--- config.mk ---
export PLATFORM = sky130hd
export DESIGN_NAME = chip_regbus
export DESIGN_NICKNAME = d
export VERILOG_FILES = /design/src/rtl/chip_regs_pkg.sv /design/src/rtl/chip_decode.sv /design/src/rtl/chip_setclr_reg.sv /design/src/rtl/chip_regbus.sv
export SDC_FILE = /design/constraint.sdc
export NUM_CORES = 1
export LEC_CHECK = 0
export ABC_CLOCK_PERIOD_IN_PS = 4000
export CORE_UTILIZATION = 51
export CTS_CLUSTER_SIZE = 10
export DETAILED_ROUTE_END_ITERATION = 10
export HOLD_SLACK_MARGIN = 0.05
export MAX_ROUTING_LAYER = met4
export PLACE_DENSITY = 0.9
export REMOVE_ABC_BUFFERS = 1
export SLEW_MARGIN = 20
export SYNTH_ARGS = -nofsm -noshare
export SYNTH_HDL_FRONTEND = slang
export SYNTH_SLANG_ARGS = --single-unit
--- constraint.sdc ---
create_clock -name clk -period 4 [get_ports clk]
set_input_delay 0.8 -clock clk [delete_from_list [all_inputs] [get_ports clk]]
set_output_delay 0.8 -clock clk [all_outputs]
set_load 0.05 [all_outputs]
--- src/rtl/chip_regs_pkg.sv ---
package chip_regs_pkg;

    localparam int DW    = 16;
    localparam int OFF_W = 9;

    localparam logic [DW-1:0] DMA_MASK = 16'h1FFF;
    localparam logic [DW-1:0] INT_MASK = 16'h7FFF;
    localparam logic [DW-1:0] ALL_ONES = 16'hFFFF;
    localparam logic [DW-1:0] SER_IDLE = 16'h3000;
    localparam logic [DW-1:0] POT_IDLE = 16'hFF00;

    // readable offsets
    localparam logic [OFF_W-1:0] O_RD_DMA   = 9'h000;
    localparam logic [OFF_W-1:0] O_RD_VPOS  = 9'h002;
    localparam logic [OFF_W-1:0] O_RD_VHPOS = 9'h004;
    localparam logic [OFF_W-1:0] O_RD_CLX   = 9'h006;
    localparam logic [OFF_W-1:0] O_RD_ADK   = 9'h008;
    localparam logic [OFF_W-1:0] O_RD_POT   = 9'h00A;
    localparam logic [OFF_W-1:0] O_RD_SER   = 9'h00C;
    localparam logic [OFF_W-1:0] O_RD_INTEN = 9'h00E;
    localparam logic [OFF_W-1:0] O_RD_INTRQ = 9'h010;
    // writable offsets
    localparam logic [OFF_W-1:0] O_WR_POS   = 9'h020;
    localparam logic [OFF_W-1:0] O_WR_CLXC  = 9'h022;
    localparam logic [OFF_W-1:0] O_WR_DMA   = 9'h024;
    localparam logic [OFF_W-1:0] O_WR_INTEN = 9'h026;
    localparam logic [OFF_W-1:0] O_WR_INTRQ = 9'h028;
    localparam logic [OFF_W-1:0] O_WR_ADK   = 9'h02A;

    typedef enum logic [3:0] {
        RS_NONE, RS_DMA, RS_VPOS, RS_VHPOS, RS_CLX, RS_ADK,
        RS_POT, RS_SER, RS_INTEN, RS_INTRQ
    } rd_sel_e;

    typedef enum logic [2:0] {
        WS_NONE, WS_POS, WS_CLXC, WS_DMA, WS_INTEN, WS_INTRQ, WS_ADK, WS_EXT
    } wr_sel_e;

    typedef struct packed {
        logic            we;
        logic [OFF_W-1:0] off;
        logic [DW-1:0]   data;
    } ext_wr_t;

    // set/clear update: bit 15 picks the direction
    function automatic logic [DW-1:0] set_clear(input logic [DW-1:0] cur,
                                                input logic [DW-1:0] din,
                                                input logic [DW-1:0] mask);
        logic [DW-1:0] bits;
        bits = din & mask;
        return din[DW-1] ? (cur | bits) : (cur & ~bits);
    endfunction

endpackage

--- src/rtl/chip_decode.sv ---
module chip_decode
    import chip_regs_pkg::*;
#(
    parameter logic [OFF_W-1:0] EXT_BASE = 9'h040
) (
    input  logic [OFF_W-1:0] off_i,
    output rd_sel_e          rd_sel_o,
    output wr_sel_e          wr_sel_o
);

    always_comb begin
        unique case (off_i)
            O_RD_DMA:   rd_sel_o = RS_DMA;
            O_RD_VPOS:  rd_sel_o = RS_VPOS;
            O_RD_VHPOS: rd_sel_o = RS_VHPOS;
            O_RD_CLX:   rd_sel_o = RS_CLX;
            O_RD_ADK:   rd_sel_o = RS_ADK;
            O_RD_POT:   rd_sel_o = RS_POT;
            O_RD_SER:   rd_sel_o = RS_SER;
            O_RD_INTEN: rd_sel_o = RS_INTEN;
            O_RD_INTRQ: rd_sel_o = RS_INTRQ;
            default:    rd_sel_o = RS_NONE;
        endcase
    end

    always_comb begin
        if (off_i >= EXT_BASE) begin
            wr_sel_o = WS_EXT;
        end else begin
            unique case (off_i)
                O_WR_POS:   wr_sel_o = WS_POS;
                O_WR_CLXC:  wr_sel_o = WS_CLXC;
                O_WR_DMA:   wr_sel_o = WS_DMA;
                O_WR_INTEN: wr_sel_o = WS_INTEN;
                O_WR_INTRQ: wr_sel_o = WS_INTRQ;
                O_WR_ADK:   wr_sel_o = WS_ADK;
                default:    wr_sel_o = WS_NONE;
            endcase
        end
    end

    // no offset is both readable and writable
    always_comb begin
        a_dir_exclusive_r13: assert (!(rd_sel_o != RS_NONE && wr_sel_o != WS_NONE));
    end

endmodule

--- src/rtl/chip_setclr_reg.sv ---
module chip_setclr_reg
    import chip_regs_pkg::*;
#(
    parameter logic [DW-1:0] MASK = 16'h7FFF
) (
    input  logic          clk,
    input  logic          rst,
    input  logic          we_i,
    input  logic [DW-1:0] din_i,
    output logic [DW-1:0] q_o
);

    always_ff @(posedge clk) begin
        if (rst)       q_o <= '0;
        else if (we_i) q_o <= set_clear(q_o, din_i, MASK);
    end

    p_set_lands_r2: assert property (@(posedge clk) disable iff (rst)
        (we_i && din_i[DW-1]) |=> ((q_o & $past(din_i) & MASK) == ($past(din_i) & MASK)));

    p_clear_lands_r2: assert property (@(posedge clk) disable iff (rst)
        (we_i && !din_i[DW-1]) |=> ((q_o & $past(din_i) & MASK) == '0));

    p_hold_r3: assert property (@(posedge clk) disable iff (rst)
        !we_i |=> $stable(q_o));

endmodule

--- src/rtl/chip_regbus.sv ---
module chip_regbus
    import chip_regs_pkg::*;
#(
    parameter int              ADDR_W   = 24,
    parameter logic [8:0]      EXT_BASE = 9'h040
) (
    input  logic              clk,
    input  logic              rst,
    input  logic              acc_valid_i,
    input  logic              acc_wr_i,
    input  logic [ADDR_W-1:0] acc_addr_i,
    input  logic [15:0]       acc_wdata_i,
    output logic [15:0]       rd_data_o,
    input  logic [15:0]       blit_stat_i,
    input  logic [8:0]        beam_v_i,
    input  logic [8:0]        beam_hcyc_i,
    input  logic [15:0]       clx_hit_i,
    output logic [15:0]       dma_ctl_o,
    output logic [15:0]       adk_ctl_o,
    output logic [15:0]       clx_ctrl_o,
    output logic              irq_pending_o,
    output logic              ext_we_o,
    output logic [8:0]        ext_off_o,
    output logic [15:0]       ext_data_o
);

    logic [OFF_W-1:0] off;
    assign off = {acc_addr_i[8:1], 1'b0};

    logic unused_bits;
    assign unused_bits = ^{acc_addr_i[ADDR_W-1:9], acc_addr_i[0], beam_hcyc_i[0]};

    rd_sel_e rd_sel;
    wr_sel_e wr_sel;

    chip_decode #(.EXT_BASE(EXT_BASE)) decode_i (
        .off_i   (off),
        .rd_sel_o(rd_sel),
        .wr_sel_o(wr_sel)
    );

    // effective operations after cross-access redirection
    logic          eff_rd, eff_wr, load_rd;
    logic [DW-1:0] eff_wdata;
    always_comb begin
        load_rd   = acc_valid_i && !acc_wr_i;
        eff_rd    = acc_valid_i && (!acc_wr_i || wr_sel == WS_NONE);
        eff_wr    = acc_valid_i && ( acc_wr_i || rd_sel == RS_NONE);
        eff_wdata = acc_wr_i ? acc_wdata_i : ALL_ONES;
    end

    logic we_dma, we_inten, we_intrq, we_adk;
    assign we_dma   = eff_wr && wr_sel == WS_DMA;
    assign we_inten = eff_wr && wr_sel == WS_INTEN;
    assign we_intrq = eff_wr && wr_sel == WS_INTRQ;
    assign we_adk   = eff_wr && wr_sel == WS_ADK;

    logic [DW-1:0] int_en, int_rq;

    chip_setclr_reg #(.MASK(DMA_MASK)) dma_reg_i (
        .clk(clk), .rst(rst), .we_i(we_dma),   .din_i(eff_wdata), .q_o(dma_ctl_o));
    chip_setclr_reg #(.MASK(INT_MASK)) inten_reg_i (
        .clk(clk), .rst(rst), .we_i(we_inten), .din_i(eff_wdata), .q_o(int_en));
    chip_setclr_reg #(.MASK(INT_MASK)) intrq_reg_i (
        .clk(clk), .rst(rst), .we_i(we_intrq), .din_i(eff_wdata), .q_o(int_rq));
    chip_setclr_reg #(.MASK(INT_MASK)) adk_reg_i (
        .clk(clk), .rst(rst), .we_i(we_adk),   .din_i(eff_wdata), .q_o(adk_ctl_o));

    // plain registers, collision latch, external strobe
    logic          long_field;
    logic [DW-1:0] clx_latch;
    ext_wr_t       ext_q;
    logic          clx_clear;
    assign clx_clear = eff_rd && rd_sel == RS_CLX;

    always_ff @(posedge clk) begin
        if (rst) begin
            long_field <= 1'b0;
            clx_ctrl_o <= '0;
            clx_latch  <= '0;
            ext_q      <= '0;
        end else begin
            if (eff_wr && wr_sel == WS_POS)  long_field <= eff_wdata[15];
            if (eff_wr && wr_sel == WS_CLXC) clx_ctrl_o <= eff_wdata;
            clx_latch <= (clx_clear ? '0 : clx_latch) | clx_hit_i;
            ext_q.we   <= eff_wr && wr_sel == WS_EXT;
            ext_q.off  <= off;
            ext_q.data <= eff_wdata;
        end
    end

    assign ext_we_o   = ext_q.we;
    assign ext_off_o  = ext_q.off;
    assign ext_data_o = ext_q.data;

    // read mux and registered read data
    logic [DW-1:0] rd_mux;
    always_comb begin
        unique case (rd_sel)
            RS_DMA:   rd_mux = dma_ctl_o | blit_stat_i;
            RS_VPOS:  rd_mux = {long_field, 14'd0, beam_v_i[8]};
            RS_VHPOS: rd_mux = {beam_v_i[7:0], beam_hcyc_i[8:1]};
            RS_CLX:   rd_mux = clx_latch;
            RS_ADK:   rd_mux = adk_ctl_o;
            RS_POT:   rd_mux = POT_IDLE;
            RS_SER:   rd_mux = SER_IDLE;
            RS_INTEN: rd_mux = int_en;
            RS_INTRQ: rd_mux = int_rq;
            default:  rd_mux = ALL_ONES;
        endcase
    end

    always_ff @(posedge clk) begin
        if (rst)          rd_data_o <= '0;
        else if (load_rd) rd_data_o <= rd_mux;
    end

    assign irq_pending_o = int_en[14] && |(int_en[13:0] & int_rq[13:0]);

    p_unmapped_read_r4: assert property (@(posedge clk) disable iff (rst)
        (acc_valid_i && !acc_wr_i && rd_sel == RS_NONE) |=> (rd_data_o == ALL_ONES));

    p_write_keeps_rdata_r5: assert property (@(posedge clk) disable iff (rst)
        (acc_valid_i && acc_wr_i) |=> $stable(rd_data_o));

    p_ext_only_on_access_r12: assert property (@(posedge clk) disable iff (rst)
        !acc_valid_i |=> !ext_we_o);

    p_clx_hits_kept_r6: assert property (@(posedge clk) disable iff (rst)
        (clx_hit_i != '0) |=> ((clx_latch & $past(clx_hit_i)) == $past(clx_hit_i)));

endmodule

Word level (Yosys, flattened, before mapping)
Memory sizes are Yosys's and may differ from the RTL's. Index checks and enable logic that the tools add are counted.

Magnitude comparators: 1. Eq/ne operators: 22. Muxes and demuxes: 10. Bitwise operators: 13. Reductions and logical operators: 19.

Operators with widths (number): $pmux W16 S9 (1); $mux W16 (6); $and A16 B16 Y16 (4); $eq A8 B5 Y1 const B (6); $or A16 B15 Y16 (3); $or A16 B16 Y16 (2); $pmux W3 S6 (1); $eq A4 B3 Y1 const B (4); $not A13 Y16 (1); $not A15 Y16 (1); $or A16 B13 Y16 (1); $and A14 B14 Y14 (1); $reduce_or A14 Y1 (1); $eq A3 B3 Y1 const B (4); $logic_and A1 B1 Y1 (12); $ge A9 B7 Y1 const B (1); $eq A4 B2 Y1 const B (2); $eq A4 B4 Y1 const B (2); $logic_not A4 Y1 (2); $eq A3 B2 Y1 const B (2); $eq A4 B1 Y1 const B (1); $mux W4 (1); $eq A3 B1 Y1 const B (1); $logic_not A3 Y1 (1); other kinds (3) (4).

Register bits after elaboration: 139. Memory bits (read-only): 128. Input bits: 94. Output and inout port bits: 91. Logic and storage cells: 78. Memories kept: 1.

Memory list: (name not given) (words 32, bits a word 4, read ports 1, clocked after memory_dff 0, write ports 0, line chip_decode.sv:12) `unique case (off_i)`.

Longest topological paths before layout
Gate-level depths: netlist (run 1).

Depth after elaboration: 9. Depth in mapped cells: 9. Gate-level depth less buffers: 7.

Cells and area by module
From an unflattened synthesis (run 1), not the netlist that was laid out.

Cell total of the unflattened synthesis: 686. Area, all modules: 6162.2 µm².

Modules (own cells, without submodules): chip_regbus (instances 1, cells an instance 399, area an instance 3407.0 µm², seq. area each 1481.4 µm²); chip_setclr_reg (adk_reg_i ...) (instances 3, cells an instance 67, area an instance 661.9 µm², seq. area each 300.3 µm²); chip_setclr_reg (dma_reg_i) (instances 1, cells an instance 61, area an instance 613.1 µm², seq. area each 260.2 µm²); chip_decode (instances 1, cells an instance 25, area an instance 156.4 µm², seq. area each 0.0 µm²).

Least setup slack after synthesis (run 1)
Ideal clock, no wire load.

Path kind: in2reg. Start point: input acc_addr_i[1]. End point: register clx_latch[10]. Setup time: 0.128 ns. Data arrival time: 2.690 ns. Data required time: 3.872 ns. Path slack: 1.182 ns. Stages: 8. Buffers on the path: 2. Cells stage by stage: ha_1 -> clkbuf_1 -> or3b_1 -> a2111oi_4 -> nand2_1 -> clkbuf_1 -> a21oi_1 -> nor2_1.

Cells in the longest elaborated chain, start to end: 9. Elaborated cells on any way between the ends: 18. Classes of those cells: order compare (1); eq/ne (7); mux (4); bitwise (1); reduce/logical (4); memory (1).

Ends and longest elaborated chain: start: declaration (line chip_regbus.sv:11) `input logic [ADDR_W-1:0] acc_addr_i,`; parallel branches: the longest is 6 deep, another holds $ge A9 B7 Y1; $logic_and A1 B1 Y1 (*) (line chip_regbus.sv:74) `assign clx_clear = eff_rd && rd_sel == RS_CLX;`; $mux W16 (*) (line chip_regbus.sv:85) `clx_latch <= (clx_clear ? '0 : clx_latch) | clx_hit_i;`; $or A16 B16 Y16 (*) (line chip_regbus.sv:85); end signal: assignment (line chip_regbus.sv:85); end: declaration (line chip_regbus.sv:71) `logic [DW-1:0] clx_latch;`.

Every way passes the cells marked *. A chain may end at the register's enable or synchronous reset.

Worst setup path after layout (run 1)
Start point: input acc_addr_i[1]. End point: register rd_data_o[6].

Cells in the longest elaborated chain, start to end: 4. Elaborated cells on any way between the ends: 12. Classes of those cells: eq/ne (9); mux (2); memory (1).

Ends and longest elaborated chain: $mem_v2 Z32 W4 (*); $mux W4 (*) (line chip_decode.sv:12); $eq A4 B4 Y1, or another cell as far along (line chip_regbus.sv:99) `unique case (rd_sel)`; $pmux W16 S9 (*) (line chip_regbus.sv:99); end signal: assignment (line chip_regbus.sv:115) `else if (load_rd) rd_data_o <= rd_mux;`; end: declaration (line chip_regbus.sv:13) `output logic [15:0] rd_data_o,`.

Mark *: on every way between the ends. The rest lies on a longest branch, timed or not.

==> flow_summary_export.csv, run 1 <==
group,metric,value,unit
clocking,cts_tree,"done",
final_layout,final_area,8510,sq um
synth,synth_area_leaders,"dfxtp_1 (44%), nor2_1 (5.9%), o31ai_1 (5.9%)",
critical_path,cp-end-kind,"flip-flop",
final_layout,synthToLayoutAreaGrowth,41.7,%
synth,ys.flop_type,"dfxtp_1",
sta,slew_headroom,50.7,%
hold_path,hp-class,"reg -> reg",
routing,postRouteAntennaNets,0,
clocking,clock-root-buffer,"clkbuf_16",
global_routing,grt_pass1_wl,32100,um
global_routing,busiest_layer,"met2",
global_routing,grt_max_degree,54,
outcome,outcome,"finished clean",
final_layout,layout_common_cells,"clkdlybuf4s50_1 (161), dfxtp_1 (132), nor2_1 (95)",
synth,ys_types,52,
flow_run,cap_violations,0,
power_and_ir_drop,p_per_area,422,nW/um^2
routing,routedWlPerCell,19.6,um
die,ios,185,
synth,yosys.area.top_type,"dfxtp_1",
critical_path,required,4.31,ns
clocking,cts_setup_buffers,0,
routing,first_pass_iters,5,
clocking,clk_path_buf_depth,2,
sta,slew_viol_final,0,
die,initial_utilization,52.4,%
die,dieHeight,111,um
final_layout,diodes,0,
sta,fin_crit_sh,83.2,%
synth,ys_seq_area_share,44.0,%
routing,drc_errors,0,
sta,setup_viol,0,
sta,period_minus_slack,3.33,ns
global_routing,grt.met2_usage,56.5,%
power_and_ir_drop,p_leak,3.21,nW
synth,ys_seq_elements,132,
power_and_ir_drop,seq_power_share,38.6,%
critical_path,crit_chain,"clkdlybuf4s50_1, inv_1, ha_1, nand2b_1, nand4_1, buf_4, a211oi_1, a221oi_1, a311oi_1",
die,die-area,12200,sq um
routing,post_drt_via_cell_ratio,6.10,
global_routing,overflow,0,
power_and_ir_drop,p_clk_share,48.1,%
synth,syn_avg_cell_area,8.42,sq um
synth,synth_edf_count,0,
routing,vias,6280,
critical_path,cp_slowest_cell,"clkdlybuf4s50_1",
die,die_x,111,um
clocking,worstSkewPairLatency,0.42,ns
clocking,clk_pin_slew,0.06,ns
sta,skew,0.00456,ns
place,hpwl,13900,um
sta,rsz0062_at_grt,"no",
synth,synthArstFlopShare,0,%
power_and_ir_drop,vdd_drop_max,413,uV
final_layout,finish.net_count,972,
clocking,cts_resized,0,
final_layout,regArea,2640,sq um
sta,worstMarginPinSlew,0.731,ns
die,core,11500,sq um
place,place.gp.congestion,0.911,
power_and_ir_drop,internal-power,2.65,mW
place,place_ws,0.384,ns
sta,fin_ws,0.673,ns
clocking,htreeDepth,4,
sta,max_freq,0.301,GHz
routing,route.final.wire_length,20200,um
clocking,cts_hold_buffers,0,
final_layout,fill_cells,829,
sta,setup_tns,0,ns
synth,yosysWarnings,0,
power_and_ir_drop,swShare,26.2,%
critical_path,critPathMaxStageDelay,0.73,ns
critical_path,cp-start-kind,"input port",
global_routing,grt_pass1_vias,6462,
place,io_buffers,162,
clocking,cts_buffers,17,
global_routing,use_met3,8.07,%
critical_path,path_class,"in -> reg",
synth,synthesis.area,6010,sq um
place,placed_cell_area,7860,sq um
sta,whs,0.499,ns
clocking,cts_num_sinks,132,
global_routing,use_met1,39.4,%
global_routing,grt_antenna_before_repair,0,
final_layout,drive_above_1_share,8.24,%
synth,syn_inst,714,
critical_path,worst-path-max-fanout,12,
power_and_ir_drop,power_switching,0.940,mW
power_and_ir_drop,pwr-share-comb,13.3,%
final_layout,multi_input_area,3120,sq um
global_routing,grt_usage,34.4,%
synth,yosys.area.top_type_share,44.0,%
routing,drt-initial-drc-count,574,
critical_path,worstPathArrival,3.64,ns
final_layout,final_common_cell,"clkdlybuf4s50_1",
die,fp-row-count,39,
sta,hold_violations,0,
[cells in the mapped netlist, types with 6 or more instances]
library cell    n
dfxtp_1       132
a311oi_1       15
buf_4           6
nand2_1        57
inv_1           6
a222oi_1        9
nor2b_1        53
nand2b_1       33
mux2i_1        13
o21ai_0        50
clkbuf_1       50
a211oi_1       21
nor3_1          8
a21oi_1        19
nand3_1        21
o2bb2ai_1       7
o31ai_1        47
nor2_1         95
[per-layer routing]
layer	up-vias	part of all wire, %
met5	-	0
li1	2888	-
met1	2955	40
met3	82	8.1
met2	355	49
met4	0	3.5
[final cells by class]
cell class / instances / share of cell area, %
clock inverter: 15 / 2.69
tap: 143 / 2.10
sequential: 132 / 31.0
inverter: 7 / 0.309
timing repair buffer: 195 / 22.2
clock buffer: 17 / 5.00
multi-input combinational: 520 / 36.6
[per-stage QoR]
stage                     cells  util, %  total power [mW]
final                      1029     74.2              3.59
after CTS                  1029     74.2              3.60
after global routing       1029     74.2              3.69
after detailed placement    997     68.5              1.88
after global placement      997     68.5              1.87
after floorplan             659        -              1.65
[worst paths after layout]
kind / from / slack [ns] / cells past startpoint / endpoint
max: acc_addr_i[1] / 0.67 / 9 / rd_data_o[6]
min: rd_data_o[8] / 0.50 / 2 / rd_data_o[8]
max reg2reg: flip-flop / 2.63 / 4 / rd_data_o[6]
min reg2reg: rd_data_o[8] / 0.50 / 2 / rd_data_o[8]
[cells by family (layout without fill, tap and decap cells)]
family	count (synthesis)	in the layout	synth area share, %
AND/OR/NAND/NOR	289	289	23.4
multiplexers	14	14	2.35
other	1	5	0.0624
adder cells (fa/ha/maj)	5	5	1.04
flip-flops	132	132	44.0
buffers and inverters	66	234	4.56
AO/OA/AOI/OAI	207	207	24.6
[critical path, delay by kind of cell]
family	cells	cell delay, ns
buffers and inverters	3	1.08
adder cells (fa/ha/maj)	1	0.56
AND/OR/NAND/NOR	2	0.43
AO/OA/AOI/OAI	3	0.77
[power groups by stage]
stage	registers (mW)	clock network [mW]	logic (mW)
detailed placement	1.41	0	0.468
floorplan	1.51	0	0.133
global placement	1.41	0	0.458
CTS	1.39	1.74	0.475
global route	1.39	1.80	0.504
finish	1.39	1.73	0.478
(Power assumes the default switching activity.)
==> inputs of run 2 (changes only) <==
Settings changed: ABC_CLOCK_PERIOD_IN_PS 4000 to 2900, CORE_UTILIZATION 51 to 43, PLACE_DENSITY 0.9 to 0.81.
Clock period 4 ns to 2.9 ns, I/O delays scaled along.
==> run 2 against run 1 <==
Non-clock buffer count up 21. Critical path depth is 4 lower. Global-route usage fell by 6.2 points. Via count decreased by 3.6%. Clock-buffer cell count up 9. Power is 26% higher. Flip-flop and latch count is the same. Cell count up 5.1%. Wire length down 4.6%. Sequential share of layout area is 0.41 points lower.
==> flow_summary_export.csv, run 2 (synthesis results as in run 1) <==
group,metric,value,unit
clocking,cts_num_sinks,132,
sta,rsz0062_at_grt,"no",
sta,setup_viol,0,
power_and_ir_drop,p_leak,3.28,nW
final_layout,utilization,64.1,%
global_routing,grt_max_degree,99,
critical_path,crit_chain,"a22o_1, a221oi_1, nand3_1, o21a_1, dlygate4sd2_1",
die,ios,185,
routing,first_pass_iters,6,
final_layout,fill_cells,1149,
final_layout,drive_above_1_share,9.72,%
routing,routedWlPerCell,17.8,um
critical_path,worst-path-max-fanout,3,
global_routing,grt_usage,28.2,%
routing,drt-initial-drc-count,633,
hold_path,hp-class,"reg -> reg",
final_layout,synthToLayoutAreaGrowth,43.5,%
critical_path,worstPathArrival,2.14,ns
global_routing,grt_pass1_vias,5866,
sta,fin_crit_sh,93.7,%
place,io_buffers,162,
outcome,outcome,"finished clean",
final_layout,final_area,8630,sq um
critical_path,required,2.32,ns
sta,worstMarginPinSlew,0.768,ns
critical_path,cp-end-kind,"output pin",
clocking,clk_path_buf_depth,2,
global_routing,grt_antenna_before_repair,0,
clocking,worstSkewPairLatency,0.43,ns
routing,post_drt_via_cell_ratio,5.60,
critical_path,critPathMaxStageDelay,0.42,ns
power_and_ir_drop,vdd_drop_max,400,uV
critical_path,path_class,"reg -> out",
die,dieHeight,120,um
clocking,clk_pin_slew,0.05,ns
critical_path,critPathBufInv,1,
die,fp-row-count,42,
sta,hold_violations,0,
critical_path,path_delay_family,"compound AO/OA/AOI/OAI gates",
sta,skew,0.0126,ns
clocking,cts_buffers,17,
place,hpwl,13600,um
final_layout,final_cells,1081,
global_routing,grt_pass1_wl,30400,um
die,core,13500,sq um
die,die_x,120,um
routing,drc_errors,0,
place,place_inst,1051,
sta,whs,0.490,ns
clocking,cts_tree,"done",
routing,route.final.wire_length,19200,um
power_and_ir_drop,p_per_area,526,nW/um^2
place,placed_cell_area,8100,sq um
critical_path,r2r_slack,1.64,ns
flow_run,cap_violations,0,
place,place.gp.congestion,0.913,
clocking,cts_hold_buffers,0,
critical_path,cp-start-kind,"flip-flop",
final_layout,finish.net_count,993,
routing,postRouteAntennaNets,0,
sta,max_freq,0.368,GHz
sta,slew_viol_final,0,
sta,slew_headroom,48.2,%
sta,period_minus_slack,2.72,ns
final_layout,diodes,0,
die,die-area,14500,sq um
critical_path,cp_slowest_cell,"dlygate4sd2_1",
final_layout,final_common_cell,"clkdlybuf4s50_1",
final_layout,layout_common_cells,"clkdlybuf4s50_1 (160), dfxtp_1 (132), nor2_1 (95)",
die,initial_utilization,44.7,%
routing,vias,6054,
clocking,htreeDepth,4,
global_routing,overflow,0,
clocking,clock-root-buffer,"clkbuf_16",
run 2: worst reg2reg max path: stages, from the launching register on:
cell	delay [ns]
dfxtp_1	0.32
nor3_1	0.20
a211oi_1	0.08
buf_4	0.15
a221oi_1	0.23
a311oi_1	0.13
run 2: area by class of cell:
type	count	area (sq um)	share of cell area, %
clock inverter	4	22.5	0.261
clock buffer	26	509	5.90
multi-input combinational	520	3120	36.2
inverter	7	26.3	0.305
sequential	132	2640	30.6
timing repair buffer	216	2090	24.2
tap	176	220	2.55
run 2: where the power goes:
group / leakage (nW) / internal, mW / switching (mW)
combinational: 1.94 / 0.263 / 0.411
sequential: 1.08 / 1.88 / 0.0324
clock: 0.262 / 1.19 / 0.759
run 2: final timing paths:
check        cells past startpoint            end     startpoint
min reg2reg                      2  clx_latch[15]  clx_latch[15]
max reg2reg                      5   rd_data_o[6]      flip-flop
min                              2  clx_latch[15]  clx_latch[15]
max                              5  irq_pending_o      flip-flop
run 2: metal layers:
layer | vias up | GRT usage (%) | routed length (um)
li1 | 2932 | - | -
met1 | 2800 | 36.3 | 8400
met2 | 289 | 43.5 | 8790
met3 | 33 | 5.57 | 1580
met4 | 0 | 11.3 | 475
met5 | - | - | 0
run 2: stage by stage:
stage / setup slack (ns) / setup TNS [ns] / power (mW)
6_report: 0.182 / 0 / 4.53
5_1_grt: 0.0974 / 0 / 4.68
4_1_cts: 0.179 / 0 / 4.56
3_5_place_dp: -0.0731 / -0.301 / 2.62
3_3_place_gp: -0.0168 / -0.0741 / 2.61
2_1_floorplan: -0.532 / -27.77 / 2.27
run 2: repair_timing:
action / CTS / global route
setup endpoints to repair: 1 / 0
buffers inserted: 0 / 0
hold endpoints to repair: 0 / 0
resized for setup: 1 / 0
